===== src/rtl/dirc_pkg.sv =====
package dirc_pkg;
    typedef enum logic [3:0] {
        LS_NO, LS_OW, LS_EX, LS_NO_BLK, LS_OW_BLK, LS_NO_BLK_MW, LS_OW_BLK_MW,
        LS_NO_MW, LS_OW_MW, LS_WB, LS_WB_TO_OW, LS_WB_TO_EX
    } line_st_e;

    typedef enum logic [1:0] {CH_NONE, CH_MEM, CH_UBL, CH_REQ} chan_e;

    localparam logic [1:0] RQ_RD_SH = 2'd0;
    localparam logic [1:0] RQ_RD_EX = 2'd1;
    localparam logic [1:0] RQ_PUT   = 2'd2;

    localparam logic [2:0] UB_UNBLK  = 3'd0;
    localparam logic [2:0] UB_CLEAN  = 3'd1;
    localparam logic [2:0] UB_DIRTY  = 3'd2;
    localparam logic [2:0] UB_XCLEAN = 3'd3;
    localparam logic [2:0] UB_XDIRTY = 3'd4;

    localparam logic MK_RDATA = 1'b0;

    localparam logic [1:0] FK_SH   = 2'd0;
    localparam logic [1:0] FK_EX   = 2'd1;
    localparam logic [1:0] FK_ACK  = 2'd2;
    localparam logic [1:0] FK_NACK = 2'd3;

    typedef struct packed {
        logic       fwd;
        logic [1:0] fwd_kind;
        logic       rsp;
        logic       mrd;
        logic       mwr;
        logic       rec_open;
        logic       rec_x;
        logic       rec_free;
        logic       recycle;
        logic       err;
        line_st_e   nxt;
    } act_t;
endpackage


===== src/rtl/dirc_arb.sv =====
module dirc_arb
    import dirc_pkg::*;
(
    input  logic  rst_n,
    input  logic  mem_valid,
    input  logic  ubl_valid,
    input  logic  req_valid,
    output chan_e ch
);
    always_comb begin
        if (!rst_n)         ch = CH_NONE;
        else if (mem_valid) ch = CH_MEM;
        else if (ubl_valid) ch = CH_UBL;
        else if (req_valid) ch = CH_REQ;
        else                ch = CH_NONE;
    end
endmodule


===== src/rtl/dirc_next.sv =====
module dirc_next
    import dirc_pkg::*;
(
    input  chan_e      ch,
    input  line_st_e   cur,
    input  logic       rec_v,
    input  logic [1:0] req_kind,
    input  logic [2:0] ubl_kind,
    input  logic       mem_kind,
    output act_t       act
);
    always_comb begin
        act     = '0;
        act.nxt = cur;
        unique case (ch)
            CH_MEM: begin
                if (mem_kind == MK_RDATA) begin
                    unique case (cur)
                        LS_NO_BLK_MW, LS_OW_BLK_MW: begin
                            if (rec_v) begin
                                act.rsp      = 1'b1;
                                act.rec_free = 1'b1;
                                act.nxt      = (cur == LS_NO_BLK_MW) ? LS_NO_BLK : LS_OW_BLK;
                            end else begin
                                act.err = 1'b1;
                            end
                        end
                        LS_NO_MW, LS_OW_MW: begin
                            if (rec_v) begin
                                act.rec_free = 1'b1;
                                act.nxt      = (cur == LS_NO_MW) ? LS_NO : LS_OW;
                            end else begin
                                act.err = 1'b1;
                            end
                        end
                        default: act.err = 1'b1;
                    endcase
                end else begin
                    unique case (cur)
                        LS_WB_TO_EX: act.nxt = LS_EX;
                        LS_WB_TO_OW: act.nxt = LS_OW;
                        default:     act.err = 1'b1;
                    endcase
                end
            end
            CH_UBL: begin
                unique case (cur)
                    LS_NO_BLK:    if (ubl_kind == UB_UNBLK) act.nxt = LS_NO;    else act.err = 1'b1;
                    LS_OW_BLK:    if (ubl_kind == UB_UNBLK) act.nxt = LS_OW;    else act.err = 1'b1;
                    LS_NO_BLK_MW: if (ubl_kind == UB_UNBLK) act.nxt = LS_NO_MW; else act.err = 1'b1;
                    LS_OW_BLK_MW: if (ubl_kind == UB_UNBLK) act.nxt = LS_OW_MW; else act.err = 1'b1;
                    LS_WB: begin
                        unique case (ubl_kind)
                            UB_UNBLK:  act.nxt = LS_NO;
                            UB_CLEAN:  act.nxt = LS_OW;
                            UB_XCLEAN: act.nxt = LS_EX;
                            UB_DIRTY:  begin act.mwr = 1'b1; act.nxt = LS_WB_TO_EX; end
                            UB_XDIRTY: begin act.mwr = 1'b1; act.nxt = LS_WB_TO_OW; end
                            default:   act.err = 1'b1;
                        endcase
                    end
                    default: act.err = 1'b1;
                endcase
            end
            CH_REQ: begin
                if (req_kind == 2'd3) begin
                    act.err = 1'b1;
                end else begin
                    unique case (cur)
                        LS_EX: begin
                            if (req_kind == RQ_PUT) begin
                                act.fwd = 1'b1; act.fwd_kind = FK_NACK;
                            end else begin
                                act.rec_open = 1'b1; act.rec_x = 1'b1; act.mrd = 1'b1;
                                act.fwd = 1'b1;
                                act.fwd_kind = (req_kind == RQ_RD_EX) ? FK_EX : FK_SH;
                                act.nxt = LS_NO_BLK_MW;
                            end
                        end
                        LS_OW: begin
                            if (req_kind == RQ_PUT) begin
                                act.fwd = 1'b1; act.fwd_kind = FK_NACK;
                            end else begin
                                act.rec_open = 1'b1; act.mrd = 1'b1; act.fwd = 1'b1;
                                act.fwd_kind = (req_kind == RQ_RD_EX) ? FK_EX : FK_SH;
                                act.nxt = (req_kind == RQ_RD_EX) ? LS_NO_BLK_MW : LS_OW_BLK_MW;
                            end
                        end
                        LS_NO: begin
                            act.fwd = 1'b1;
                            if (req_kind == RQ_PUT) begin
                                act.fwd_kind = FK_ACK;
                                act.nxt = LS_WB;
                            end else begin
                                act.fwd_kind = (req_kind == RQ_RD_EX) ? FK_EX : FK_SH;
                                act.nxt = LS_NO_BLK;
                            end
                        end
                        default: act.recycle = 1'b1;
                    endcase
                end
            end
            default: ;
        endcase
    end
endmodule


===== src/rtl/dirc_table.sv =====
module dirc_table
    import dirc_pkg::*;
#(
    parameter int IDX_W = 3
) (
    input  logic             clk,
    input  logic             rst_n,
    input  logic [IDX_W-1:0] idx,
    output line_st_e         rd_st,
    output logic             rd_rv,
    output logic             rd_rx,
    input  logic             we,
    input  line_st_e         wst,
    input  logic             rec_open,
    input  logic             rec_x,
    input  logic             rec_free
);
    localparam int LINES = 1 << IDX_W;

    line_st_e   st_all [LINES];
    logic [LINES-1:0] rv_all;
    logic [LINES-1:0] rx_all;

    for (genvar i = 0; i < LINES; i++) begin : g_line
        line_st_e st_q;
        logic     rv_q;
        logic     rx_q;
        logic     hit;
        assign hit = we && (idx == IDX_W'(i));
        always_ff @(posedge clk or negedge rst_n) begin
            if (!rst_n) begin
                st_q <= LS_EX;
                rv_q <= 1'b0;
                rx_q <= 1'b0;
            end else if (hit) begin
                st_q <= wst;
                if (rec_open) begin
                    rv_q <= 1'b1;
                    rx_q <= rec_x;
                end else if (rec_free) begin
                    rv_q <= 1'b0;
                end
            end
        end
        assign st_all[i] = st_q;
        assign rv_all[i] = rv_q;
        assign rx_all[i] = rx_q;
    end

    assign rd_st = st_all[idx];
    assign rd_rv = rv_all[idx];
    assign rd_rx = rx_all[idx];
endmodule


===== src/rtl/dirc_outreg.sv =====
module dirc_outreg #(
    parameter int NCACHE = 4,
    parameter int IDX_W  = 3,
    parameter int ID_W   = 2,
    parameter int DATA_W = 16
) (
    input  logic              clk,
    input  logic              rst_n,
    input  logic              f_en,
    input  logic [1:0]        f_kind,
    input  logic              f_bcast,
    input  logic [IDX_W-1:0]  f_line,
    input  logic [ID_W-1:0]   f_src,
    input  logic              r_en,
    input  logic              r_excl,
    input  logic [IDX_W-1:0]  r_line,
    input  logic [ID_W-1:0]   r_dest,
    input  logic [DATA_W-1:0] r_data,
    input  logic              m_en,
    input  logic              m_wr,
    input  logic [IDX_W-1:0]  m_line,
    input  logic [ID_W-1:0]   m_dest,
    input  logic [DATA_W-1:0] m_data,
    input  logic              e_en,
    output logic              fwd_valid,
    output logic [1:0]        fwd_kind,
    output logic [IDX_W-1:0]  fwd_line,
    output logic [ID_W-1:0]   fwd_src,
    output logic [NCACHE-1:0] fwd_mask,
    output logic              rsp_valid,
    output logic              rsp_excl,
    output logic [IDX_W-1:0]  rsp_line,
    output logic [ID_W-1:0]   rsp_dest,
    output logic [DATA_W-1:0] rsp_data,
    output logic              rsp_dirty,
    output logic [1:0]        rsp_acks,
    output logic              mcmd_valid,
    output logic              mcmd_write,
    output logic [IDX_W-1:0]  mcmd_line,
    output logic [ID_W-1:0]   mcmd_dest,
    output logic [DATA_W-1:0] mcmd_data,
    output logic              err
);
    logic [NCACHE-1:0] onehot;
    assign onehot = NCACHE'(1) << f_src;

    always_ff @(posedge clk or negedge rst_n) begin
        if (!rst_n) begin
            fwd_valid <= 1'b0; fwd_kind <= '0; fwd_line <= '0; fwd_src <= '0; fwd_mask <= '0;
            rsp_valid <= 1'b0; rsp_excl <= 1'b0; rsp_line <= '0; rsp_dest <= '0;
            rsp_data <= '0; rsp_dirty <= 1'b0; rsp_acks <= '0;
            mcmd_valid <= 1'b0; mcmd_write <= 1'b0; mcmd_line <= '0; mcmd_dest <= '0;
            mcmd_data <= '0; err <= 1'b0;
        end else begin
            fwd_valid  <= f_en;
            fwd_kind   <= f_kind;
            fwd_line   <= f_line;
            fwd_src    <= f_src;
            fwd_mask   <= f_bcast ? ~onehot : onehot;
            rsp_valid  <= r_en;
            rsp_excl   <= r_excl;
            rsp_line   <= r_line;
            rsp_dest   <= r_dest;
            rsp_data   <= r_data;
            rsp_dirty  <= 1'b0;
            rsp_acks   <= 2'd1;
            mcmd_valid <= m_en;
            mcmd_write <= m_wr;
            mcmd_line  <= m_line;
            mcmd_dest  <= m_dest;
            mcmd_data  <= m_data;
            err        <= e_en;
        end
    end
endmodule


===== src/rtl/dir_line_ctrl.sv =====
module dir_line_ctrl
    import dirc_pkg::*;
#(
    parameter int NCACHE = 4,
    parameter int IDX_W  = 3,
    parameter int DATA_W = 16,
    localparam int ID_W  = (NCACHE > 1) ? $clog2(NCACHE) : 1
) (
    input  logic              clk,
    input  logic              rst_n,
    input  logic              req_valid,
    input  logic [1:0]        req_kind,
    input  logic [IDX_W-1:0]  req_line,
    input  logic [ID_W-1:0]   req_src,
    output logic              req_take,
    output logic              req_recycle,
    input  logic              ubl_valid,
    input  logic [2:0]        ubl_kind,
    input  logic [IDX_W-1:0]  ubl_line,
    input  logic [DATA_W-1:0] ubl_data,
    output logic              ubl_take,
    input  logic              mem_valid,
    input  logic              mem_kind,
    input  logic [IDX_W-1:0]  mem_line,
    input  logic [ID_W-1:0]   mem_dest,
    input  logic [DATA_W-1:0] mem_data,
    output logic              mem_take,
    output logic              fwd_valid,
    output logic [1:0]        fwd_kind,
    output logic [IDX_W-1:0]  fwd_line,
    output logic [ID_W-1:0]   fwd_src,
    output logic [NCACHE-1:0] fwd_mask,
    output logic              rsp_valid,
    output logic              rsp_excl,
    output logic [IDX_W-1:0]  rsp_line,
    output logic [ID_W-1:0]   rsp_dest,
    output logic [DATA_W-1:0] rsp_data,
    output logic              rsp_dirty,
    output logic [1:0]        rsp_acks,
    output logic              mcmd_valid,
    output logic              mcmd_write,
    output logic [IDX_W-1:0]  mcmd_line,
    output logic [ID_W-1:0]   mcmd_dest,
    output logic [DATA_W-1:0] mcmd_data,
    output logic              err
);
    chan_e            ch;
    act_t             act;
    line_st_e         cur_st;
    logic             cur_rv;
    logic             cur_rx;
    logic [IDX_W-1:0] sel_line;
    logic             bcast_ok;
    logic             f_en;

    dirc_arb u_arb (
        .rst_n(rst_n), .mem_valid(mem_valid), .ubl_valid(ubl_valid),
        .req_valid(req_valid), .ch(ch)
    );

    always_comb begin
        unique case (ch)
            CH_MEM:  sel_line = mem_line;
            CH_UBL:  sel_line = ubl_line;
            default: sel_line = req_line;
        endcase
    end

    dirc_table #(.IDX_W(IDX_W)) u_table (
        .clk(clk), .rst_n(rst_n), .idx(sel_line),
        .rd_st(cur_st), .rd_rv(cur_rv), .rd_rx(cur_rx),
        .we(ch != CH_NONE), .wst(act.nxt),
        .rec_open(act.rec_open), .rec_x(act.rec_x), .rec_free(act.rec_free)
    );

    dirc_next u_next (
        .ch(ch), .cur(cur_st), .rec_v(cur_rv), .req_kind(req_kind),
        .ubl_kind(ubl_kind), .mem_kind(mem_kind), .act(act)
    );

    assign mem_take    = (ch == CH_MEM);
    assign ubl_take    = (ch == CH_UBL);
    assign req_take    = (ch == CH_REQ) && !act.recycle;
    assign req_recycle = (ch == CH_REQ) && act.recycle;

    if (NCACHE > 1) begin : g_multi
        assign bcast_ok = 1'b1;
    end else begin : g_single
        assign bcast_ok = 1'b0;
    end

    assign f_en = act.fwd && (act.fwd_kind[1] || bcast_ok);

    dirc_outreg #(.NCACHE(NCACHE), .IDX_W(IDX_W), .ID_W(ID_W), .DATA_W(DATA_W)) u_out (
        .clk(clk), .rst_n(rst_n),
        .f_en(f_en), .f_kind(act.fwd_kind), .f_bcast(!act.fwd_kind[1]),
        .f_line(req_line), .f_src(req_src),
        .r_en(act.rsp), .r_excl(cur_rx), .r_line(mem_line), .r_dest(mem_dest), .r_data(mem_data),
        .m_en(act.mrd || act.mwr), .m_wr(act.mwr),
        .m_line(act.mwr ? ubl_line : req_line),
        .m_dest(act.mwr ? '0 : req_src),
        .m_data(act.mwr ? ubl_data : '0),
        .e_en(act.err),
        .fwd_valid(fwd_valid), .fwd_kind(fwd_kind), .fwd_line(fwd_line), .fwd_src(fwd_src),
        .fwd_mask(fwd_mask), .rsp_valid(rsp_valid), .rsp_excl(rsp_excl), .rsp_line(rsp_line),
        .rsp_dest(rsp_dest), .rsp_data(rsp_data), .rsp_dirty(rsp_dirty), .rsp_acks(rsp_acks),
        .mcmd_valid(mcmd_valid), .mcmd_write(mcmd_write), .mcmd_line(mcmd_line),
        .mcmd_dest(mcmd_dest), .mcmd_data(mcmd_data), .err(err)
    );
endmodule


===== config.mk =====
export PLATFORM = sky130hd
export DESIGN_NAME = dir_line_ctrl
export DESIGN_NICKNAME = d
export VERILOG_FILES = /design/src/rtl/dirc_pkg.sv /design/src/rtl/dirc_arb.sv /design/src/rtl/dirc_next.sv /design/src/rtl/dirc_table.sv /design/src/rtl/dirc_outreg.sv /design/src/rtl/dir_line_ctrl.sv
export SDC_FILE = /design/constraint.sdc
export NUM_CORES = 1
export LEC_CHECK = 0
export BUFFER_PORTS_ARGS = -buffer_cell sky130_fd_sc_hd__clkbuf_2
export CORE_ASPECT_RATIO = 1.2
export CORE_MARGIN = 2
export CORE_UTILIZATION = 25
export CTS_BUF_LIST = sky130_fd_sc_hd__clkbuf_4 sky130_fd_sc_hd__clkbuf_8
export DETAILED_ROUTE_END_ITERATION = 16
export MAX_ROUTING_LAYER = met4
export SLEW_MARGIN = 40
export SYNTH_ARGS = -nofsm -noshare
export SYNTH_HDL_FRONTEND = slang
export SYNTH_SLANG_ARGS = --single-unit

===== constraint.sdc =====
create_clock -name clk -period 8.1 [get_ports clk]
set_input_delay 0.81 -clock clk [delete_from_list [all_inputs] [get_ports clk]]
set_output_delay 0.81 -clock clk [all_outputs]
set_load 0.02 [all_outputs]

# Word-level counts from Yosys, hierarchy flattened
# Cells that the tools add are included.
dict set report word_totals {
  register_bits 108
  in_bits 56
  out_inout_bits 66
  word_cells 189
}
dict set report op_classes {
  order_cmp 2
  eq_ne 28
  shift 1
  muxes 73
  bitwise_logic 2
  reduce_logical 42
}
# operator count
set op_table {}
lappend op_table {{4-bit 2-to-1 mux} 13}
lappend op_table {{4-bit case mux with 5 select lines} 2}
lappend op_table {{2-bit AND reduction} 16}
lappend op_table {{1-bit 2-to-1 mux} 30}
lappend op_table {{2-bit 2-to-1 mux} 11}
lappend op_table {{4-bit by 3-bit == test with 1-bit output, second input constant} 4}
lappend op_table {{4-bit == test, second input constant} 4}
lappend op_table {{16-bit 2-to-1 mux} 1}
lappend op_table {{4-bit case mux with 2 select lines} 2}
lappend op_table {{3-bit == test, second input constant} 5}
lappend op_table {{5-bit case mux with 3 select lines} 1}
lappend op_table {{4-bit binary-select mux with 3-bit select} 1}
lappend op_table {{3-bit by 2-bit == test with 1-bit output, second input constant} 4}
lappend op_table {{3-bit 2-to-1 mux} 4}
lappend op_table {{3-bit case mux with 2 select lines} 2}
lappend op_table {{4-bit case mux with 3 select lines} 1}
lappend op_table {{1-bit logical AND} 10}
lappend op_table {{2-bit OR reduction} 5}
lappend op_table {{2-bit == test, second input constant} 4}
lappend op_table {{4-bit by 2-bit == test with 1-bit output, second input constant} 2}
lappend op_table {{4-bit OR reduction} 2}
lappend op_table {{1-bit binary-select mux with 3-bit select} 2}
lappend op_table {{3-bit by 1-bit == test with 1-bit output, second input constant} 2}
lappend op_table {{3-bit zero test} 2}
lappend op_table {{15 further kinds} 18}

# Logic depth before layout (Yosys ltp)
# Gate-level depths: netlist (run 1).
dict set report logic_depth {
  word_depth 17
  depth_mapped 18
  mapped_depth_nobuf 13
}

# By module
# A second synthesis (run 1) with hierarchy kept.
dict set report hier_totals {
  hier_cells 428
  hier_area_um2 4997.3
}
# module n_inst cells_each area_each_um2 seq_area_each_um2
set by_module_without_submodules {}
lappend by_module_without_submodules {dirc_table 1 198 2409.8 1211.2}
lappend by_module_without_submodules {dirc_outreg 1 72 1579.0 1501.4}
lappend by_module_without_submodules {dirc_next 1 110 671.9 0.0}
lappend by_module_without_submodules {dir_line_ctrl 1 44 311.5 0.0}
lappend by_module_without_submodules {dirc_arb 1 4 25.0 0.0}

# Worst setup path before layout (run 1)
# OpenSTA, ideal clock, no wires.
dict set report synth_path {
  path_kind {input port to output port}
  startpoint {input req_valid}
  endpoint {output req_recycle}
  t_arrival_ps 3738
  required_time_ps 7290
  setup_slack_ps 3552
  path_stages 15
  n_path_buf 5
  path_cell_list {o211ai_1 -> inv_1 -> ha_1 -> buf_6 -> a221o_1 -> and2_1 -> buf_6 -> buf_6 -> buf_6 -> mux2i_1 -> mux4_2 -> buf_2 -> nor2_1 -> nor2_1 -> nor2_1}
}
dict set report synth_via {
  elab_chain_len 16
}
# element line
set synth_lines {}
lappend synth_lines {{from (decl)} dir_line_ctrl.sv:11} ;# input logic req_valid,
lappend synth_lines {{2-bit 2-to-1 mux (*)} dirc_arb.sv:14} ;# else if (req_valid) ch = CH_REQ;
lappend synth_lines {{2-bit 2-to-1 mux (*)} dirc_arb.sv:13} ;# else if (ubl_valid) ch = CH_UBL;
lappend synth_lines {{2-bit 2-to-1 mux (*)} dirc_arb.sv:12} ;# else if (mem_valid) ch = CH_MEM;
lappend synth_lines {{2-bit 2-to-1 mux (*)} dirc_arb.sv:11} ;# if (!rst_n) ch = CH_NONE;
lappend synth_lines {{2-bit == test (*)} -}
lappend synth_lines {{via ubl_take} dir_line_ctrl.sv:21} ;# output logic ubl_take,
lappend synth_lines {{3-bit case mux with 2 select lines (*)} dir_line_ctrl.sv:62} ;# unique case (ch)
lappend synth_lines {{3-bit inverter with 4-bit output (implied by the code) (*)} dirc_table.sv:50} ;# assign rd_st = st_all[idx];
lappend synth_lines {{4-bit binary-select mux with 3-bit select (*)} dirc_table.sv:50}
lappend synth_lines {{4-bit 2-to-1 mux (implied by the code) (*) (2 in a row)} dirc_table.sv:50}
lappend synth_lines {{4-bit by 2-bit == test with 1-bit output, or another cell as far along} dirc_next.sv:69} ;# unique case (cur)
lappend synth_lines {{3-bit OR reduction (no source line) (*)} -}
lappend synth_lines {{1-bit 2-to-1 mux (*)} dirc_next.sv:69}
lappend synth_lines {{1-bit 2-to-1 mux (*)} dirc_next.sv:66} ;# if (req_kind == 2'd3) begin
lappend synth_lines {{1-bit 2-to-1 mux (*)} dirc_next.sv:15} ;# unique case (ch)
lappend synth_lines {{1-bit logical AND (*)} dir_line_ctrl.sv:84} ;# assign req_recycle = (ch == CH_REQ) && act.recycle;
lappend synth_lines {{to (decl)} dir_line_ctrl.sv:16} ;# output logic req_recycle,
# The timed path passes the listed nets; every way through them passes the cells marked *. The select of a mux whose other input is x is not followed.

# Worst setup path in the final report (run 1)
dict set report layout_path {
  startpoint {input rst_n}
  endpoint {register u_table.g_line[6].st_q[2]}
}
dict set report layout_via {
  elab_chain_len 13
}
# element line
set layout_lines {}
lappend layout_lines {{from (decl)} dir_line_ctrl.sv:10} ;# input logic rst_n,
lappend layout_lines {{2-bit 2-to-1 mux (*)} dirc_arb.sv:11}
lappend layout_lines {{2-bit == test / 2-bit by 1-bit == test with 1-bit output (equally long branches)} {dirc_next.sv:15, dir_line_ctrl.sv:62}}
lappend layout_lines {{3-bit case mux with 2 select lines} dir_line_ctrl.sv:62}
lappend layout_lines {{3-bit inverter with 4-bit output (implied by the code)} dirc_table.sv:50}
lappend layout_lines {{4-bit binary-select mux with 3-bit select} dirc_table.sv:50}
lappend layout_lines {{4-bit 2-to-1 mux (implied by the code) (2 in a row)} dirc_table.sv:50}
lappend layout_lines {{4-bit by 3-bit == test with 1-bit output} {dirc_next.sv:18, dirc_next.sv:23, dirc_next.sv:47}}
lappend layout_lines {{3-bit 2-to-1 mux} dirc_next.sv:23} ;# act.nxt = (cur == LS_NO_BLK_MW) ? LS_NO_BLK : LS_OW_BLK;
lappend layout_lines {{4-bit 2-to-1 mux} dirc_next.sv:20} ;# if (rec_v) begin
lappend layout_lines {{4-bit case mux with 2 select lines} dirc_next.sv:18} ;# unique case (cur)
lappend layout_lines {{5-bit 2-to-1 mux} dirc_next.sv:17} ;# if (mem_kind == MK_RDATA) begin
lappend layout_lines {{5-bit case mux with 3 select lines} dirc_next.sv:15}
lappend layout_lines {{to (signal assigned)} dirc_table.sv:36} ;# st_q <= wst;
lappend layout_lines {{to (decl)} dirc_table.sv:25} ;# line_st_e st_q;
# Every way passes the cells marked *; elsewhere a longest branch is shown, timed or not. The select of a mux whose other input is x is not followed.
# A chain may end at the register's enable or synchronous reset.

==> metrics.log, run 1 <==
[metrics] outcome: finished, final reports clean
[metrics] Cell Chain, Critical Path: buf_4 > o211ai_1 > inv_1 > ha_1 > a221o_1 > and2_4 > mux2_1 > mux4_2 > nor4_1 > o21ai_1 > buf_4 > o21a_1 > o22ai_2 > mux2_2
[metrics] Critical-path top delay cell: mux4_2
[metrics] final-layout fill cell count: 2,164
[metrics] via count: 3,817
[metrics] register-to-register setup slack: 5060 ps
[metrics] count of flip-flops with a built-in enable after synthesis: 0
[metrics] critical path peak fanout: 42
[metrics] critical path endpoint category: flip-flop
[metrics] Final Power: 1.42 mW
[metrics] adder and majority gate portion of the synthesized area: 1.91%
[metrics] core footprint: 20,800 sq um
[metrics] area of the die: 22,100 sq um
[metrics] final hold viol count: 0
[metrics] final WL: 12,500 um
[metrics] crit path from: rst_n
[metrics] setup violation total in the final timing report: 0
[metrics] Final nets: 602
[metrics] Final Slew Violations: 0
[metrics] post-synthesis share of cell area spent on and, or, nand and nor gates: 10.8%
[metrics] Max IR drop VDD: 80.1 uV
[metrics] relative max-transition margin: 53.7%
[metrics] crit path time final: 5240 ps
[metrics] total CTS buffers: 9
[metrics] post-synthesis cell type with the largest combined area: dfrtp_1
[metrics] Static Leakage: 2.91 nW
[metrics] number of max-cap violations: 0
[metrics] final clock period utilization by the worst path: 64.7%
[metrics] Top cell by count, worst path: buf_4
[metrics] antenna cell count: 0
[metrics] area grow syn2layout: 19.5%
[metrics] top cells by instance count after synthesis: dfrtp_1 (100), mux2_2 (47), nor2_1 (25)
[metrics] routed length per instance: 15.3 um
[metrics] kind of cell adding the most delay to the critical path: multiplexers
[metrics] Distinct cells, synth: 62
[metrics] post-route clock skew: 16.4 ps
[metrics] CP required: 8420 ps
[metrics] area share of the leading cell type in the synthesized netlist: 47.8%
[metrics] dominant combinational cell family by area after synthesis: multiplexers
[metrics] # resized after CTS: 0
[metrics] Top Ports: 122
[metrics] total of flip-flops plus latches after synthesis: 108
[metrics] cell at the root of the clock tree: clkbuf_8
[metrics] share of the yosys chip area belonging to registers: 51.8%
[metrics] number of iterations in the first detailed-routing pass: 5
[metrics] top flip-flop cell by instance count after synthesis: dfrtp_1
[metrics] highest cell delay on the worst timing path: 650 ps
[metrics] number of remaining DRC errors: 0
[metrics] reg-to-reg endpoint: u_table.g_line[6].st_q[2]$_DFFE_PN0P_
[metrics] number of warning messages in the yosys log: 0
[metrics] mean post-synth cell area: 12.3 sq um
[metrics] GRT overflow: 0
[metrics] type of the tightest min-delay check: primary input to async pin
[metrics] number of port buffers: 119
[metrics] synthesized-area fraction occupied by xor and xnor cells: 1.00%
[metrics] global-route wire length before repair: 19,200 um
[metrics] largest net degree at the start of global routing: 70
[metrics] Worst Slack Setup Final: 2860 ps
[metrics] highest attainable clock frequency: 191 MHz
[metrics] dominant cells by area after synthesis: dfrtp_1 (48%), mux2_2 (10%), mux4_2 (4.3%), dfstp_2 (4.0%), mux2i_1 (3.4%)
[metrics] share of cells above drive strength 1: 39.3%
[metrics] compound-cell area share of the yosys netlist: 10.5%
[metrics] worst setup path class: primary input to flip-flop
[metrics] clock insertion delay at the later pin of the skew report: 380 ps
[metrics] RSZ-0062 raised after global routing: no
[metrics] dominant cell by count in the synthesized netlist: dfrtp_1
[metrics] instance count of the mapped netlist: 425
[metrics] number of H-tree levels: 3
[metrics] Setup Total Neg Slack: 0 ps
[metrics] worst r2r path cells: 8
[metrics] synthesized cell area: 5240 sq um
[metrics] final estimated routing congestion in global placement: 0.899
[metrics] Via density: 4.70
[metrics] share of synthesized area spent on multiplexers: 20.4%
[metrics] maximum clock path buffer count: 2
[metrics] Critical Path Source Type: primary input
[metrics] hold_ws: 400 ps
[metrics] starting utilization of the core area: 25.2%
[metrics] pre-CTS setup slack: 2550 ps
[metrics] number of antenna violations at the first check in global routing: 0
[metrics] width of the chip: 136 um
[metrics] utilization after layout: 30.2%
[metrics] CTS tree: yes
[metrics] clock slew at reported path FFs: 100 ps
[metrics] via count of the first global-routing pass: 3,700
[metrics] Crit path arrival time: 5560 ps
[metrics] share of flip-flops with an asynchronous set or reset: 100%
[metrics] total stage count of the critical path: 14
[metrics] cell row count: 58
[metrics] power per cell area: 227 nW/um^2
[metrics] worst setup path end: u_table.g_line[6].st_q[2]$_DFFE_PN0P_
[metrics] placed wire-length estimate after detailed placement: 8970 um
[metrics] number of routed nets with antenna violations: 0
[metrics] total of hold buffers inserted after clock tree synthesis: 0
[metrics] number of setup buffers added after CTS: 0
[metrics] count of routing violations after the opening detailed-route iteration: 313
[metrics] GR Util All Layers: 11.4%
[metrics] die height: 163 um
[metrics] measured slew at the worst slew-check pin: 690 ps
[metrics] clk sinks: 108
[metrics] WP buf/inv: 3
[metrics] R2R Path Start: u_table.g_line[6].st_q[2]$_DFFE_PN0P_
## sequential cells by signal, summed over array words and instances, names as in the netlist
| signal | count |
|---|---|
| u_out.fwd_valid | 1 |
| u_out.mcmd_write | 1 |
| u_table.g_line.rv_q | 8 |
| u_out.fwd_src | 2 |
| u_out.fwd_line | 3 |
| u_out.rsp_excl | 1 |
| u_out.fwd_mask | 4 |
| u_out.rsp_valid | 1 |
| u_out.fwd_kind | 2 |
| u_table.g_line.st_q | 32 |
| u_out.rsp_dest | 2 |
| u_out.rsp_line | 3 |
| u_out.err | 1 |
| u_out.rsp_acks | 1 |
| u_out.mcmd_data | 16 |
| u_out.mcmd_line | 3 |
| u_table.g_line.rx_q | 8 |
| u_out.rsp_data | 16 |
| u_out.mcmd_dest | 2 |
| u_out.mcmd_valid | 1 |
## power by group
part	internal (mW)	total, mW	leakage (nW)	switching (mW)
clock network	0.117	0.316	0.0906	0.198
registers	0.619	0.662	1.37	0.0429
logic	0.182	0.441	1.45	0.259
## cells in the final DEF (no fill, tap or decap), types with 9 or more instances in the layout
master,n
mux2_1,12
mux2_2,47
dfrtp_1,100
nor2_1,25
clkbuf_8,9
mux2i_1,18
clkbuf_2,118
a21oi_1,10
inv_1,9
and2_1,18
nand3_1,15
mux4_2,10
o21ai_0,19
nand2_1,16
## layout make-up
cell class	instances	area (sq um)	share of cell area (%)
clock buffers	9	124	1.98
clock inverters	6	61.3	0.979
inverters	9	33.8	0.540
multi-input cells	287	2360	37.7
flip-flops and latches	108	2710	43.3
well taps	270	338	5.40
repair buffers	123	632	10.1
## cells by family after synthesis
kind of cell	Yosys count
AO/OA/AOI/OAI	76
XOR/XNOR	6
adder cells (fa/ha/maj)	8
buffers and inverters	31
flip-flops	108
multiplexers	87
other	2
AND/OR/NAND/NOR	107
## per-layer routing
metal  global-route usage (%)  vias up  part of all wire, %
met5                        -        -                    0
met4                     5.21        0                  3.0
met3                     1.90       30                  5.6
met2                     19.5      148                   51
met1                     13.1     1873                   40
li1                         -     1766                    -
## worst min path at each step
stage,start,to,slack [ps],cells past startpoint
final,rst_n,u_table.g_line[0].st_q[0]$_DFFE_PN0P_,400,1
after floorplan,u_table.g_line[1].rv_q$_DFFE_PN0P_,u_table.g_line[1].rv_q$_DFFE_PN0P_,470,2
after global routing,rst_n,u_table.g_line[5].st_q[0]$_DFFE_PN0P_,430,1
after detailed placement,u_table.g_line[3].rx_q$_DFFE_PN0P_,u_table.g_line[3].rx_q$_DFFE_PN0P_,490,1
after CTS,rst_n,u_table.g_line[4].st_q[3]$_DFFE_PN0P_,410,1
after global placement,u_table.g_line[3].rx_q$_DFFE_PN0P_,u_table.g_line[3].rx_q$_DFFE_PN0P_,490,1
## stage by stage
step	instances	cell area [sq um]
2_1_floorplan	426	5240
3_3_place_gp	797	6070
3_5_place_dp	797	6070
6_report	812	6260
5_1_grt	812	6260
4_1_cts	812	6260
Note: power is estimated with default switching activity, not from simulation.
==> run 2, diff against run 1 <==
--- a/config.mk
+++ b/config.mk
@@ -5,6 +5,7 @@
 export SDC_FILE = /design/constraint.sdc
 export NUM_CORES = 1
 export LEC_CHECK = 0
+export ABC_AREA = 1
 export BUFFER_PORTS_ARGS = -buffer_cell sky130_fd_sc_hd__clkbuf_2
 export CORE_ASPECT_RATIO = 1.2
 export CORE_MARGIN = 2
==> constraint.sdc (replaced) <==
create_clock -name clk -period 4.3 [get_ports clk]
set_input_delay 0.43 -clock clk [delete_from_list [all_inputs] [get_ports clk]]
set_output_delay 0.43 -clock clk [all_outputs]
set_load 0.02 [all_outputs]
==> run 2 against run 1 <==
Effect of this change:
- clock skew fell by 6.6 ps
- highest routed layer unchanged
- first-iteration DRC count rose by 13%
- largest cell class unchanged
- worst setup slack got worse by 2300 ps
- total power rose by 120%
- largest power group unchanged
- sequential power rose by 96%
- global-route usage rose by 2.3 points
- hold slack got worse by 370 ps
- register-to-register slack got worse by 3200 ps
- final cell count rose by 30%
- synthesized cell count rose by 56%
==> metrics.log, run 2 <==
[metrics] cell row count: 58
[metrics] GR Util All Layers: 13.8%
[metrics] maximum clock path buffer count: 2
[metrics] top cells by instance count after synthesis: nand2_1 (220), dfrtp_1 (100), inv_1 (74)
[metrics] post-route clock skew: 9.80 ps
[metrics] highest attainable clock frequency: 267 MHz
[metrics] number of H-tree levels: 3
[metrics] dominant cells by area after synthesis: dfrtp_1 (46%), nand2_1 (15%), inv_1 (5.1%), nand3_1 (4.6%), nor2_1 (4.1%)
[metrics] share of cells above drive strength 1: 25.2%
[metrics] Static Leakage: 3.45 nW
[metrics] outcome: finished, final reports clean
[metrics] Top Ports: 122
[metrics] top flip-flop cell by instance count after synthesis: dfrtp_1
[metrics] count of flip-flops with a built-in enable after synthesis: 0
[metrics] via count of the first global-routing pass: 4,571
[metrics] number of iterations in the first detailed-routing pass: 5
[metrics] Setup Total Neg Slack: 0 ps
[metrics] GRT overflow: 0
[metrics] final WL: 14,700 um
[metrics] instance count of the mapped netlist: 662
[metrics] dominant cell by count in the synthesized netlist: nand2_1
[metrics] final hold viol count: 0
[metrics] relative max-transition margin: 56.7%
[metrics] number of port buffers: 119
[metrics] area grow syn2layout: 19.8%
[metrics] Crit path arrival time: 3320 ps
[metrics] cell at the root of the clock tree: clkbuf_8
[metrics] post-synthesis cell type with the largest combined area: dfrtp_1
[metrics] global-route wire length before repair: 24,000 um
[metrics] R2R Path Start: u_table.g_line[1].st_q[1]$_DFFE_PN1P_
[metrics] clock insertion delay at the later pin of the skew report: 400 ps
[metrics] largest registers: u_table.g_line.st_q (32), u_out.mcmd_data (16), u_out.rsp_data (16)
[metrics] setup violation total in the final timing report: 0
[metrics] Final nets: 848
[metrics] core footprint: 21,000 sq um
[metrics] # resized after CTS: 0
[metrics] critical path peak fanout: 11
[metrics] width of the chip: 138 um
[metrics] share of flip-flops with an asynchronous set or reset: 100%
[metrics] CTS tree: yes
[metrics] number of max-cap violations: 0
[metrics] area share of the leading cell type in the synthesized netlist: 46.4%
[metrics] worst setup path class: primary input to output pin
[metrics] area of the die: 22,800 sq um
[metrics] count of routing violations after the opening detailed-route iteration: 354
[metrics] leading cell types in the layout, fill and taps excluded: nand2_1 (220), clkbuf_2 (118), dfrtp_1 (100)
[metrics] Critical Path Source Type: primary input
[metrics] leading cell type in the layout, fill and taps excluded: nand2_1
[metrics] synthesized cell area: 5400 sq um
[metrics] number of warning messages in the yosys log: 0
[metrics] Distinct cells, synth: 36
[metrics] number of flip-flops in the largest register: 32
[metrics] number of setup buffers added after CTS: 0
[metrics] final estimated routing congestion in global placement: 0.913
[metrics] clock slew at reported path FFs: 110 ps
[metrics] Final Slew Violations: 0
[metrics] placed wire-length estimate after detailed placement: 11,200 um
[metrics] total CTS buffers: 9
[metrics] crit path time final: 3750 ps
[metrics] share of the yosys chip area belonging to registers: 50.3%
[metrics] Placed Area: 6260 sq um
[metrics] number of remaining DRC errors: 0
[metrics] die height: 165 um
[metrics] mean post-synth cell area: 8.15 sq um
[metrics] largest net degree at the start of global routing: 81
[metrics] power per cell area: 472 nW/um^2
[metrics] critical path endpoint category: output pin
[metrics] via count: 4,617
[metrics] number of antenna violations at the first check in global routing: 0
[metrics] number of routed nets with antenna violations: 0
[metrics] RSZ-0062 raised after global routing: no
[metrics] routed length per instance: 13.9 um
[metrics] register with the highest flop count: u_table.g_line.st_q
[metrics] Max IR drop VDD: 174 uV
[metrics] starting utilization of the core area: 25.6%
[metrics] total of flip-flops plus latches after synthesis: 108
[metrics] measured slew at the worst slew-check pin: 650 ps
[metrics] final design area excluding fillers: 6460 sq um
[metrics] final clock period utilization by the worst path: 87.2%
[metrics] CP required: 3870 ps
[metrics] crit path from: rst_n
[metrics] antenna cell count: 0
[metrics] total of hold buffers inserted after clock tree synthesis: 0
[metrics] clk sinks: 108
[metrics] Via density: 4.36
[metrics] type of the tightest min-delay check: primary input to async pin
[run 2: path summary, 6_finish.rpt]
path                                                         end  slack (ps)  depth (start not counted)
max                                                     req_take         550                         17
min                                 u_out.mcmd_data[6]$_DFF_PN0_          20                          2
max reg2reg                u_table.g_line[6].st_q[0]$_DFFE_PN0P_        1890                         17
min reg2reg                u_table.g_line[7].st_q[1]$_DFFE_PN1P_         480                          2
max in group asynchronous  u_table.g_line[3].st_q[2]$_DFFE_PN0P_        3250                          3
min in group clk                    u_out.rsp_data[15]$_DFF_PN0_         130                          1
[run 2: report_power, final]
part,internal (mW),switching (mW),total (mW)
Clock,0.287,0.363,0.650
Combinational,0.356,0.741,1.10
Sequential,1.22,0.0881,1.30
Total,1.86,1.19,3.05
[run 2: routing by layer]
layer / GRT usage [%] / vias up / part of all wire [%]
li1: - / 2303 / -
met1: 16.0 / 2136 / 42
met2: 23.3 / 153 / 49
met3: 2.78 / 25 / 5.6
met4: 6.12 / 0 / 2.8
met5: - / - / 0
[run 2: metrics by stage]
stage          cells  setup WS [ps]  total power [mW]  util, %  hold WS (ps)
2_1_floorplan    663           1020              2.14        -           134
3_3_place_gp    1043            411              2.42     29.7           456
3_5_place_dp    1043            350              2.42     29.7           460
4_1_cts         1059            559              3.08     30.7          28.4
5_1_grt         1059            209              3.28     30.7          45.0
6_report        1059            552              3.05     30.7          25.0
[run 2: worst max-delay path: stages]
cell and delay (ps):
buf_4 80, inv_1 60, nor3_1 360, inv_1 120, ha_1 330, inv_2 60
or2_0 190, nand2_1 320, inv_2 180, nand2_1 130, nand2_1 70, nand2_2 80
nand2_4 90, nor2_4 280, nand2_1 120, o21ai_0 210, clkbuf_2 210
[run 2: final cells by class]
type	count	area, sq um
sequential	108	2710
inverter	81	304
clock inverter	5	63.8
timing repair buffer	125	649
tap	270	338
clock buffer	11	139
fill	2302	14600
multi-input combinational	459	2260
[run 2: cells by family (layout without fill, tap and decap cells)]
logic type	Yosys count	after routing	synth area share, %
DFF	108	108	50.3
other	2	3	0.139
and+or+nand+nor	389	389	33.4
buffers and inverters	96	222	7.97
adders and majority gates	8	8	1.85
xor gates and xnor gates	4	4	0.649
AOI/OAI and AO/OA	55	55	5.75
==> run 3, diff against run 2 <==
--- a/config.mk
+++ b/config.mk
@@ -6,12 +6,12 @@
 export NUM_CORES = 1
 export LEC_CHECK = 0
 export ABC_AREA = 1
-export BUFFER_PORTS_ARGS = -buffer_cell sky130_fd_sc_hd__clkbuf_2
 export CORE_ASPECT_RATIO = 1.2
 export CORE_MARGIN = 2
 export CORE_UTILIZATION = 25
 export CTS_BUF_LIST = sky130_fd_sc_hd__clkbuf_4 sky130_fd_sc_hd__clkbuf_8
 export DETAILED_ROUTE_END_ITERATION = 16
+export DONT_BUFFER_PORTS = 1
 export MAX_ROUTING_LAYER = met4
 export SLEW_MARGIN = 40
 export SYNTH_ARGS = -nofsm -noshare
==> run 3 against run 2 <==
Effect of this change:
- die area is the same
- global-route usage down 0.59 points
- register-to-register slack about the same
- largest cell class unchanged
==> metrics.log, run 3 (synthesis gave the netlist of run 2 again) <==
[metrics] relative max-transition margin: 60.5%
[metrics] number of antenna violations at the first check in global routing: 0
[metrics] setup violation total in the final timing report: 0
[metrics] critical path endpoint category: output pin
[metrics] Final Power: 3.00 mW
[metrics] RSZ-0062 raised after global routing: no
[metrics] number of max-cap violations: 0
[metrics] final clock period utilization by the worst path: 87.0%
[metrics] Max IR drop VDD: 267 uV
[metrics] area of the die: 22,800 sq um
[metrics] maximum clock path buffer count: 2
[metrics] Top cell by count, worst path: nand2_1
[metrics] post-route clock skew: 14.9 ps
[metrics] Critical Path Source Type: primary input
[metrics] highest attainable clock frequency: 267 MHz
[metrics] leading cell types in the layout, fill and taps excluded: nand2_1 (220), dfrtp_1 (100), inv_1 (74)
[metrics] antenna cell count: 0
[metrics] number of port buffers: 0
[metrics] # resized after CTS: 0
[metrics] Static Leakage: 2.96 nW
[metrics] die height: 165 um
[metrics] largest registers: u_table.g_line.st_q (32), u_out.mcmd_data (16), u_out.rsp_data (16)
[metrics] cell row count: 58
[metrics] measured slew at the worst slew-check pin: 590 ps
[metrics] clk sinks: 108
[metrics] total CTS buffers: 9
[metrics] GRT overflow: 0
[metrics] share of cells above drive strength 1: 12.1%
[metrics] flip-flop and latch area: 2710 sq um
[metrics] global-route wire length before repair: 22,600 um
[metrics] via count of the first global-routing pass: 4,113
[metrics] number of routed nets with antenna violations: 0
[metrics] highest cell delay on the worst timing path: 480 ps
[metrics] Final nets: 731
[metrics] Critical-path top delay cell: or2_1
[metrics] crit path time final: 3740 ps
[metrics] register with the highest flop count: u_table.g_line.st_q
[metrics] Cell Chain, Critical Path: inv_1 > nor3_1 > inv_1 > ha_1 > inv_2 > or2_1 > nand2_4 > nand2_1 > nand2_1 > nand2_1 > nand2_1 > nand2_2 > nand2_4 > nor2_4 > nand2_1 > o21ai_0 > buf_4
[metrics] largest net degree at the start of global routing: 109
[metrics] number of H-tree levels: 3
[metrics] kind of cell adding the most delay to the critical path: simple AND/OR/NAND/NOR gates
[metrics] Final Slew Violations: 0
[metrics] starting utilization of the core area: 25.6%
[metrics] placed wire-length estimate after detailed placement: 10,600 um
[metrics] Placed Area: 5660 sq um
[metrics] WP buf/inv: 4
[metrics] worst setup path class: primary input to output pin
[metrics] routed length per instance: 15.1 um
[metrics] Setup Total Neg Slack: 0 ps
[metrics] area grow syn2layout: 9.23%
[metrics] CP required: 3870 ps
[metrics] clock slew at reported path FFs: 110 ps
[metrics] outcome: finished, final reports clean
[metrics] Via density: 4.41
[metrics] power per cell area: 509 nW/um^2
[metrics] number of iterations in the first detailed-routing pass: 4
[metrics] final estimated routing congestion in global placement: 0.899
[metrics] core footprint: 21,000 sq um
[metrics] number of remaining DRC errors: 0
[metrics] number of flip-flops in the largest register: 32
[metrics] final design area excluding fillers: 5900 sq um
[metrics] final hold viol count: 0
[metrics] Crit path arrival time: 3310 ps
[metrics] CTS tree: yes
[metrics] type of the tightest min-delay check: primary input to flip-flop
[metrics] cell at the root of the clock tree: clkbuf_8
[metrics] final WL: 14,200 um
[metrics] multi-input gate area in the final layout: 2260 sq um
[metrics] count of routing violations after the opening detailed-route iteration: 365
[metrics] Top Ports: 122
[metrics] critical path peak fanout: 20
[metrics] number of setup buffers added after CTS: 0
[metrics] clock insertion delay at the later pin of the skew report: 390 ps
[metrics] final-layout fill cell count: 2,252
[metrics] utilization after layout: 28.0%
[metrics] via count: 4,153
[metrics] GR Util All Layers: 13.2%
[metrics] width of the chip: 138 um
[metrics] leading cell type in the layout, fill and taps excluded: nand2_1
## run 3: changes by cell type in the layout (fill, tap and decap cells not counted), sizes merged
cell         delta
clkinvlp        -1
dlygate4sd3     +1
bufinv          -1
inv             +3
clkbuf        -120
buf             +1
## run 3: final timing paths
check | cells past startpoint | slack [ps] | to | from
setup reg to reg | 16 | 1880 | u_table.g_line[2].st_q[0]$_DFFE_PN0P_ | u_table.g_line[5].st_q[1]$_DFFE_PN1P_
setup / recovery | 17 | 560 | req_take | rst_n
min in group asynchronous | 2 | 640 | u_table.g_line[4].rx_q$_DFFE_PN0P_ | rst_n
hold / removal | 0 | 50 | u_out.rsp_data[8]$_DFF_PN0_ | mem_data[8]
max in group asynchronous | 2 | 3230 | u_table.g_line[2].st_q[1]$_DFFE_PN1P_ | rst_n
hold reg to reg | 2 | 480 | u_table.g_line[0].st_q[1]$_DFFE_PN1P_ | u_table.g_line[0].st_q[1]$_DFFE_PN1P_
## run 3: worst reg2reg max path, cell delays in order, from the launching register on
cell and delay [ps]:
dfstp_2 550, nand3b_1 100, nand2_1 90, nand2_1 100
nand2_1 60, nand2_1 60, nand2_2 160, nor2_2 250
nand2_1 170, nand2_1 130, inv_2 50, nand3_1 70
nand3b_1 80, nand2_1 100, nand2_2 150, nand3_1 100
nand2_1 60
## run 3: layout make-up
| cell class | instances | area share (%) |
|---|---|---|
| sequential | 108 | 46.0 |
| multi-input combinational | 459 | 38.3 |
| tap | 270 | 5.73 |
| inverter | 81 | 5.16 |
| clock buffer | 10 | 2.33 |
| timing repair buffer | 8 | 1.40 |
| clock inverter | 6 | 1.06 |
## run 3: what timing repair did
action	4_1_cts	5_1_grt
hold buffers	2	0
hold endpoints to repair	108	0
endpoints found under the setup margin	0	0
## run 3: metrics by stage
step / hold slack (ps) / setup slack, ps / std cells
2_1_floorplan: 134 / 1020 / 663
3_3_place_gp: 136 / 479 / 924
3_5_place_dp: 137 / 407 / 924
4_1_cts: 28.0 / 577 / 942
5_1_grt: 15.6 / 157 / 942
6_report: 53.0 / 561 / 942
## run 3: metal layers
layer | GRT usage, % | wire length, um | vias up
li1 | - | - | 2074
met1 | 15.1 | 5920 | 1935
met2 | 21.6 | 7010 | 122
met3 | 3.28 | 789 | 22
met4 | 6.77 | 461 | 0
met5 | - | 0 | -
## run 3: where the power goes
group | total, mW | switching, mW | internal [mW]
sequential | 1.35 | 0.135 | 1.22
clock | 0.623 | 0.380 | 0.243
combinational | 1.02 | 0.697 | 0.326
